===== config.mk =====
export PLATFORM = sky130hd
export DESIGN_NAME = io_dir_arbiter
export DESIGN_NICKNAME = d
export VERILOG_FILES = /design/src/rtl/io_dir_arbiter_pkg.sv /design/src/rtl/io_dir_sync.sv /design/src/rtl/io_dir_lane.sv /design/src/rtl/io_dir_arbiter.sv
export SDC_FILE = /design/constraint.sdc
export NUM_CORES = 1
export LEC_CHECK = 0
export BUFFER_PORTS_ARGS = -buffer_cell sky130_fd_sc_hd__buf_2
export CORE_ASPECT_RATIO = 0.75
export CORE_MARGIN = 3
export CORE_UTILIZATION = 40
export CTS_CLUSTER_SIZE = 10
export DETAILED_ROUTE_END_ITERATION = 10
export PLACE_DENSITY_LB_ADDON = 0.1
export SLEW_MARGIN = 20
export SYNTH_ARGS = -nofsm -noshare
export SYNTH_HDL_FRONTEND = slang
export SYNTH_SLANG_ARGS = --single-unit

===== constraint.sdc =====
create_clock -name clk_i -period 1.09 [get_ports clk_i]
set_input_delay 0.2725 -clock clk_i [delete_from_list [all_inputs] [get_ports clk_i]]
set_output_delay 0.2725 -clock clk_i [all_outputs]
set_load 0.05 [all_outputs]

===== src/rtl/io_dir_arbiter_pkg.sv =====
package io_dir_arbiter_pkg;

    typedef enum logic [1:0] {
        DIR_IDLE = 2'd0,
        DIR_HOST = 2'd1,
        DIR_CARD = 2'd2
    } dir_e;

    typedef struct packed {
        dir_e dir;
        logic host_pull;
        logic card_pull;
        logic last_host;
        logic last_card;
    } lane_state_t;

    localparam lane_state_t LANE_RESET = '{
        dir:       DIR_IDLE,
        host_pull: 1'b0,
        card_pull: 1'b1,
        last_host: 1'b1,
        last_card: 1'b1
    };

endpackage


===== src/rtl/io_dir_sync.sv =====
module io_dir_sync #(
    parameter int WIDTH  = 3,
    parameter int STAGES = 2
) (
    input  logic             clk_i,
    input  logic             rst_ni,
    input  logic [WIDTH-1:0] async_i,
    output logic [WIDTH-1:0] sync_o
);
    localparam int LAST = STAGES - 1;

    logic [STAGES-1:0][WIDTH-1:0] chain_d, chain_q;

    always_comb begin
        chain_d[0] = async_i;
        for (int s = 1; s < STAGES; s++) begin
            chain_d[s] = chain_q[s-1];
        end
    end

    always_ff @(posedge clk_i or negedge rst_ni) begin
        if (!rst_ni) begin
            chain_q <= '1;
        end else begin
            chain_q <= chain_d;
        end
    end

    assign sync_o = chain_q[LAST];
endmodule


===== src/rtl/io_dir_lane.sv =====
module io_dir_lane
    import io_dir_arbiter_pkg::*;
(
    input  logic clk_i,
    input  logic rst_ni,
    input  logic rx_en_i,
    input  logic cs_i,
    input  logic host_s_i,
    input  logic card_s_i,
    output logic host_pull_o,
    output logic card_pull_o
);
    lane_state_t st_d, st_q;
    logic host_fall, host_rise, card_fall, card_rise;

    always_comb begin
        host_fall = st_q.last_host & ~host_s_i;
        host_rise = ~st_q.last_host & host_s_i;
        card_fall = st_q.last_card & ~card_s_i;
        card_rise = ~st_q.last_card & card_s_i;

        st_d           = st_q;
        st_d.last_host = host_s_i;
        st_d.last_card = card_s_i;

        if (!rx_en_i) begin
            st_d.dir       = DIR_IDLE;
            st_d.host_pull = 1'b0;
            st_d.card_pull = 1'b1;
        end else if (!cs_i) begin
            st_d.dir       = DIR_IDLE;
            st_d.host_pull = 1'b0;
            st_d.card_pull = 1'b0;
        end else begin
            unique case (st_q.dir)
                DIR_IDLE: begin
                    st_d.host_pull = 1'b0;
                    st_d.card_pull = 1'b0;
                    if (card_fall) begin
                        st_d.dir       = DIR_CARD;
                        st_d.host_pull = 1'b1;
                    end else if (host_fall) begin
                        st_d.dir       = DIR_HOST;
                        st_d.card_pull = 1'b1;
                    end
                end
                DIR_CARD: begin
                    if (card_rise) begin
                        st_d.dir       = DIR_IDLE;
                        st_d.host_pull = 1'b0;
                    end
                end
                DIR_HOST: begin
                    if (host_rise) begin
                        st_d.dir       = DIR_IDLE;
                        st_d.card_pull = 1'b0;
                    end
                end
                default: begin
                    st_d.dir       = DIR_IDLE;
                    st_d.host_pull = 1'b0;
                    st_d.card_pull = 1'b0;
                end
            endcase
        end
    end

    always_ff @(posedge clk_i or negedge rst_ni) begin
        if (!rst_ni) begin
            st_q <= LANE_RESET;
        end else begin
            st_q <= st_d;
        end
    end

    assign host_pull_o = st_q.host_pull;
    assign card_pull_o = st_q.card_pull;
endmodule


===== src/rtl/io_dir_arbiter.sv =====
module io_dir_arbiter #(
    parameter int NUM_LANES   = 3,
    parameter int SYNC_STAGES = 2
) (
    input  logic                 clk_i,
    input  logic                 rst_ni,
    input  logic                 rx_en_i,
    input  logic                 cs_i,
    input  logic [NUM_LANES-1:0] host_lvl_i,
    input  logic [NUM_LANES-1:0] card_lvl_i,
    output logic [NUM_LANES-1:0] host_pull_o,
    output logic [NUM_LANES-1:0] card_pull_o
);
    logic [NUM_LANES-1:0] host_s, card_s;

    io_dir_sync #(.WIDTH(NUM_LANES), .STAGES(SYNC_STAGES)) u_sync_host (
        .clk_i  (clk_i),
        .rst_ni (rst_ni),
        .async_i(host_lvl_i),
        .sync_o (host_s)
    );

    io_dir_sync #(.WIDTH(NUM_LANES), .STAGES(SYNC_STAGES)) u_sync_card (
        .clk_i  (clk_i),
        .rst_ni (rst_ni),
        .async_i(card_lvl_i),
        .sync_o (card_s)
    );

    for (genvar i = 0; i < NUM_LANES; i++) begin : g_lane
        io_dir_lane u_lane (
            .clk_i      (clk_i),
            .rst_ni     (rst_ni),
            .rx_en_i    (rx_en_i),
            .cs_i       (cs_i),
            .host_s_i   (host_s[i]),
            .card_s_i   (card_s[i]),
            .host_pull_o(host_pull_o[i]),
            .card_pull_o(card_pull_o[i])
        );
    end
endmodule


==> impl_metrics.csv <==
group,metric,value,unit
yosys,synth_top_family_by_area,"simple AND/OR/NAND/NOR gates",
global_route,grt_first_pass_wirelength,3510,um
floorplanning,rows,16,
yosys,synth_area,1200,sq um
yosys,synth.avg_cell_area,12.6,sq um
critical_path,crit_family,"flip-flops",
global_route,overflow,0,
route,routed_wl,2060,um
route,num_vias,789,
timing,finalCritPeriodShare,1.14,
global_route,antenna_found_initial,0,
cts,cts.sinks,30,
critical_path,path_buf_inv,1,
yosys,synth_top_area_frac,0.460,
yosys,synth_top_flop_cell,"dfstp_2",
critical_path,path_cells,"buf_8",
timing,relSlewSlack,0.825,
global_route,first_global_vias,760,
timing,setup_violations,7,
timing,worstMarginPinSlew,0.261,ns
flow_run,max_cap_violations,0,
critical_path,required,0.82,ns
timing,slew_violations,0,
critical_path,worstSetupStartpointType,"register",
global_route,grt_usage,0.128,
yosys,yosysMostFrequentCell,"dfstp_2",
final_layout,stdcell_count,157,
critical_path,r2r_slack,-0.05,ns
run_status,status,"complete, but fails checks",
floorplanning,start_util,0.438,
critical_path,rr_worst_depth,3,
place,numPortBuffers,15,
final_layout,n_antenna_cell,0,
yosys,ys_async_sr_fraction,1.00,
final_layout,nets,130,
final_layout,fin_util,0.576,
route,vias_per_cell,5.03,
place,post-dp-hpwl,1350,um
route,dr_wl_met3,98,um
yosys,synth_compound_area_frac,0.101,
place,dpl_worst_slack,-0.00114,ns
yosys,synthAdderAreaFrac,0,
critical_path,rr_startpoint,"u_sync_card.sync_o[2]",
cts,clkLatencyLatePin,0.28,ns
floorplanning,die_area,3700,sq um
cts,cts_tree,"yes",
yosys,synth_top_area_cell,"dfstp_2",
global_route,grt_max_degree,31,
route,highest_layer,"met4",
cts,clk_pin_slew,0.07,ns
critical_path,crit_type,"register to output pin",
final_layout,drive_gt1_frac,0.579,
place,dp_cells,143,
timing,grt_setup_unrepaired,"yes",
place,gp_congestion,0.743,
yosys,synth-simple-area-share,0.210,
route,wl_met2,982,um
power,p_leak,0.662,nW
yosys,ys_seq_area_frac,0.648,
hold_path,min_path_cells,1,
timing,whs,0.0934,ns
hold_path,hold_class,"input pin to register",
yosys,synth_common_cells,"dfstp_2 (21), nand2b_1 (10), dfrtp_1 (9)",
route,drt_iter0_drc,39,
timing,skew,0.00591,ns
power,pwr_density_cell,1520,nW/um^2
yosys,synth.distinct_cells,26,
yosys,synth_xor_area_frac,0,
floorplanning,die_h,53.4,um
timing,fmax,804,MHz
critical_path,crit_start,"g_lane[2].u_lane.card_pull_o",
critical_path,critPathArrivalTime,0.97,ns
critical_path,cp_max_fo,2,
floorplanning,ioPinCount,16,
yosys,synth-edff-count,0,
power,vdd_ir_drop_max,690,uV
yosys,muxShareOfSynthArea,0,
timing,finalHoldViolations,0,
yosys,yosysWarnings,0,
floorplanning,die_x,69.2,um
cts,cts_root_buf,"clkbuf_8",
floorplanning,core_area,2740,sq um
route,ant_nets,0,
route,wl_met1,959,um
cts,h-tree-depth,2,
route,firstDrtPassIters,4,
critical_path,cp_slowest_cell,"dfstp_2",
critical_path,crit_end,"card_pull_o[2]",
cts,cts_buffer_depth,2,
cts,numCtsBuffers,5,
timing,fin_crit,1.24,ns
yosys,ys_ff_latch,30,
route,post-route-drc-count,0,
yosys,syn_nets,105,
final_layout,areaGrowthSynthToFinish,31.7,%
critical_path,path_depth,1,
run_status,violations,"setup timing",
yosys,netlist_instances,95,
route,wl_per_cell,13.1,um
critical_path,worstSetupEndpointType,"output pin",
timing,setup_slack,-0.153,ns
critical_path,r2r-end,"g_lane[2].u_lane.card_pull_o",
critical_path,max_stage_delay,0.55,ns
yosys,synth.area.top_cells,"dfstp_2 (46%), dfrtp_1 (19%), nand2b_1 (5.2%)",
-- cells in the final DEF, fill, tap and decap left out --
cell | Yosys | final
a211oi_2 | 0 | 3
a21oi_1 | 5 | 5
a22oi_1 | 3 | 1
a22oi_2 | 0 | 2
a31oi_1 | 2 | 2
and2b_2 | 1 | 2
buf_12 | 0 | 1
buf_2 | 1 | 9
buf_4 | 6 | 8
buf_6 | 0 | 3
buf_8 | 0 | 3
clkbuf_1 | 0 | 2
clkbuf_8 | 0 | 6
dfrtp_1 | 9 | 7
dfrtp_2 | 0 | 2
dfstp_2 | 21 | 21
dlygate4sd3_1 | 0 | 1
nand2_1 | 7 | 7
nand2_2 | 1 | 1
nand2b_1 | 10 | 7
nand2b_4 | 0 | 3
nand3_1 | 2 | 2
nand3b_1 | 1 | 1
nand4_1 | 2 | 2
nand4b_1 | 1 | 1
nor2_1 | 2 | 2
nor2_2 | 1 | 1
nor2b_1 | 6 | 5
nor2b_2 | 0 | 1
nor3_1 | 1 | 1
nor3b_2 | 0 | 2
nor4b_4 | 0 | 2
o211ai_1 | 2 | 2
o221ai_1 | 1 | 1
o31ai_1 | 2 | 2
-- repair_timing --
action	CTS	global route
pin swaps	3	6
endpoints found under the hold margin	9	0
resized for setup	17	14
endpoints found under the setup margin	8	16
setup buffers	3	2
hold buffers	1	0
-- state kept, by name, indices dropped and copies added, names as in the netlist --
signal,flops
g_lane.u_lane.st_q,12
g_lane.u_lane.card_pull_o,3
g_lane.u_lane.host_pull_o,3
u_sync_card.chain_d,3
u_sync_card.sync_o,3
u_sync_host.chain_d,3
u_sync_host.sync_o,3
-- per-stage QoR --
stage,setup TNS (ns),instance area (sq um),total power [mW]
after global routing,-0.918,1580,2.52
after detailed placement,-0.00114,1310,1.45
after CTS,-0.510,1500,2.40
after floorplan,0,1200,1.38
after global placement,0,1310,1.44
final,-0.529,1580,2.40
-- power breakdown --
part           internal [mW]  switching (mW)  total [mW]
Sequential              1.20          0.0484        1.25
Combinational          0.119           0.128       0.247
Clock                  0.514           0.389       0.903
Total                   1.83           0.565        2.40
-- area by class of cell --
class | count | area, sq um
Timing Repair Buffer | 25 | 214
Multi-Input combinational cell | 58 | 452
Sequential cell | 30 | 779
Fill cell | 215 | 1160
Tap cell | 36 | 45.0
Clock buffer | 8 | 90.1
-- kinds of logic (layout without fill, tap and decap cells) --
kind of cell    after synthesis  after routing
buf+inv                       7             33
flops                        30             30
simple gates                 40             40
compound gates               18             18
-- worst min-delay path by stage --
stage | from | endpoint | slack [ns]
finish | card_lvl_i[2] | u_sync_card.chain_d[5] | 0.09
detailed placement | rst_ni | g_lane[0].u_lane.host_pull_o | 0.24
floorplan | rst_ni | g_lane[0].u_lane.host_pull_o | -0.02
global route | card_lvl_i[2] | u_sync_card.chain_d[5] | 0.07
CTS | host_lvl_i[1] | u_sync_host.chain_d[4] | 0.08
global placement | rst_ni | g_lane[0].u_lane.host_pull_o | 0.23
-- per-layer routing --
layer / up-vias / GRT usage
met5: - / 0
met4: 0 / 0.0682
met3: 5 / 0.0531
met2: 17 / 0.195
met1: 388 / 0.155
li1: 379 / -
(Power assumes the default switching activity.)
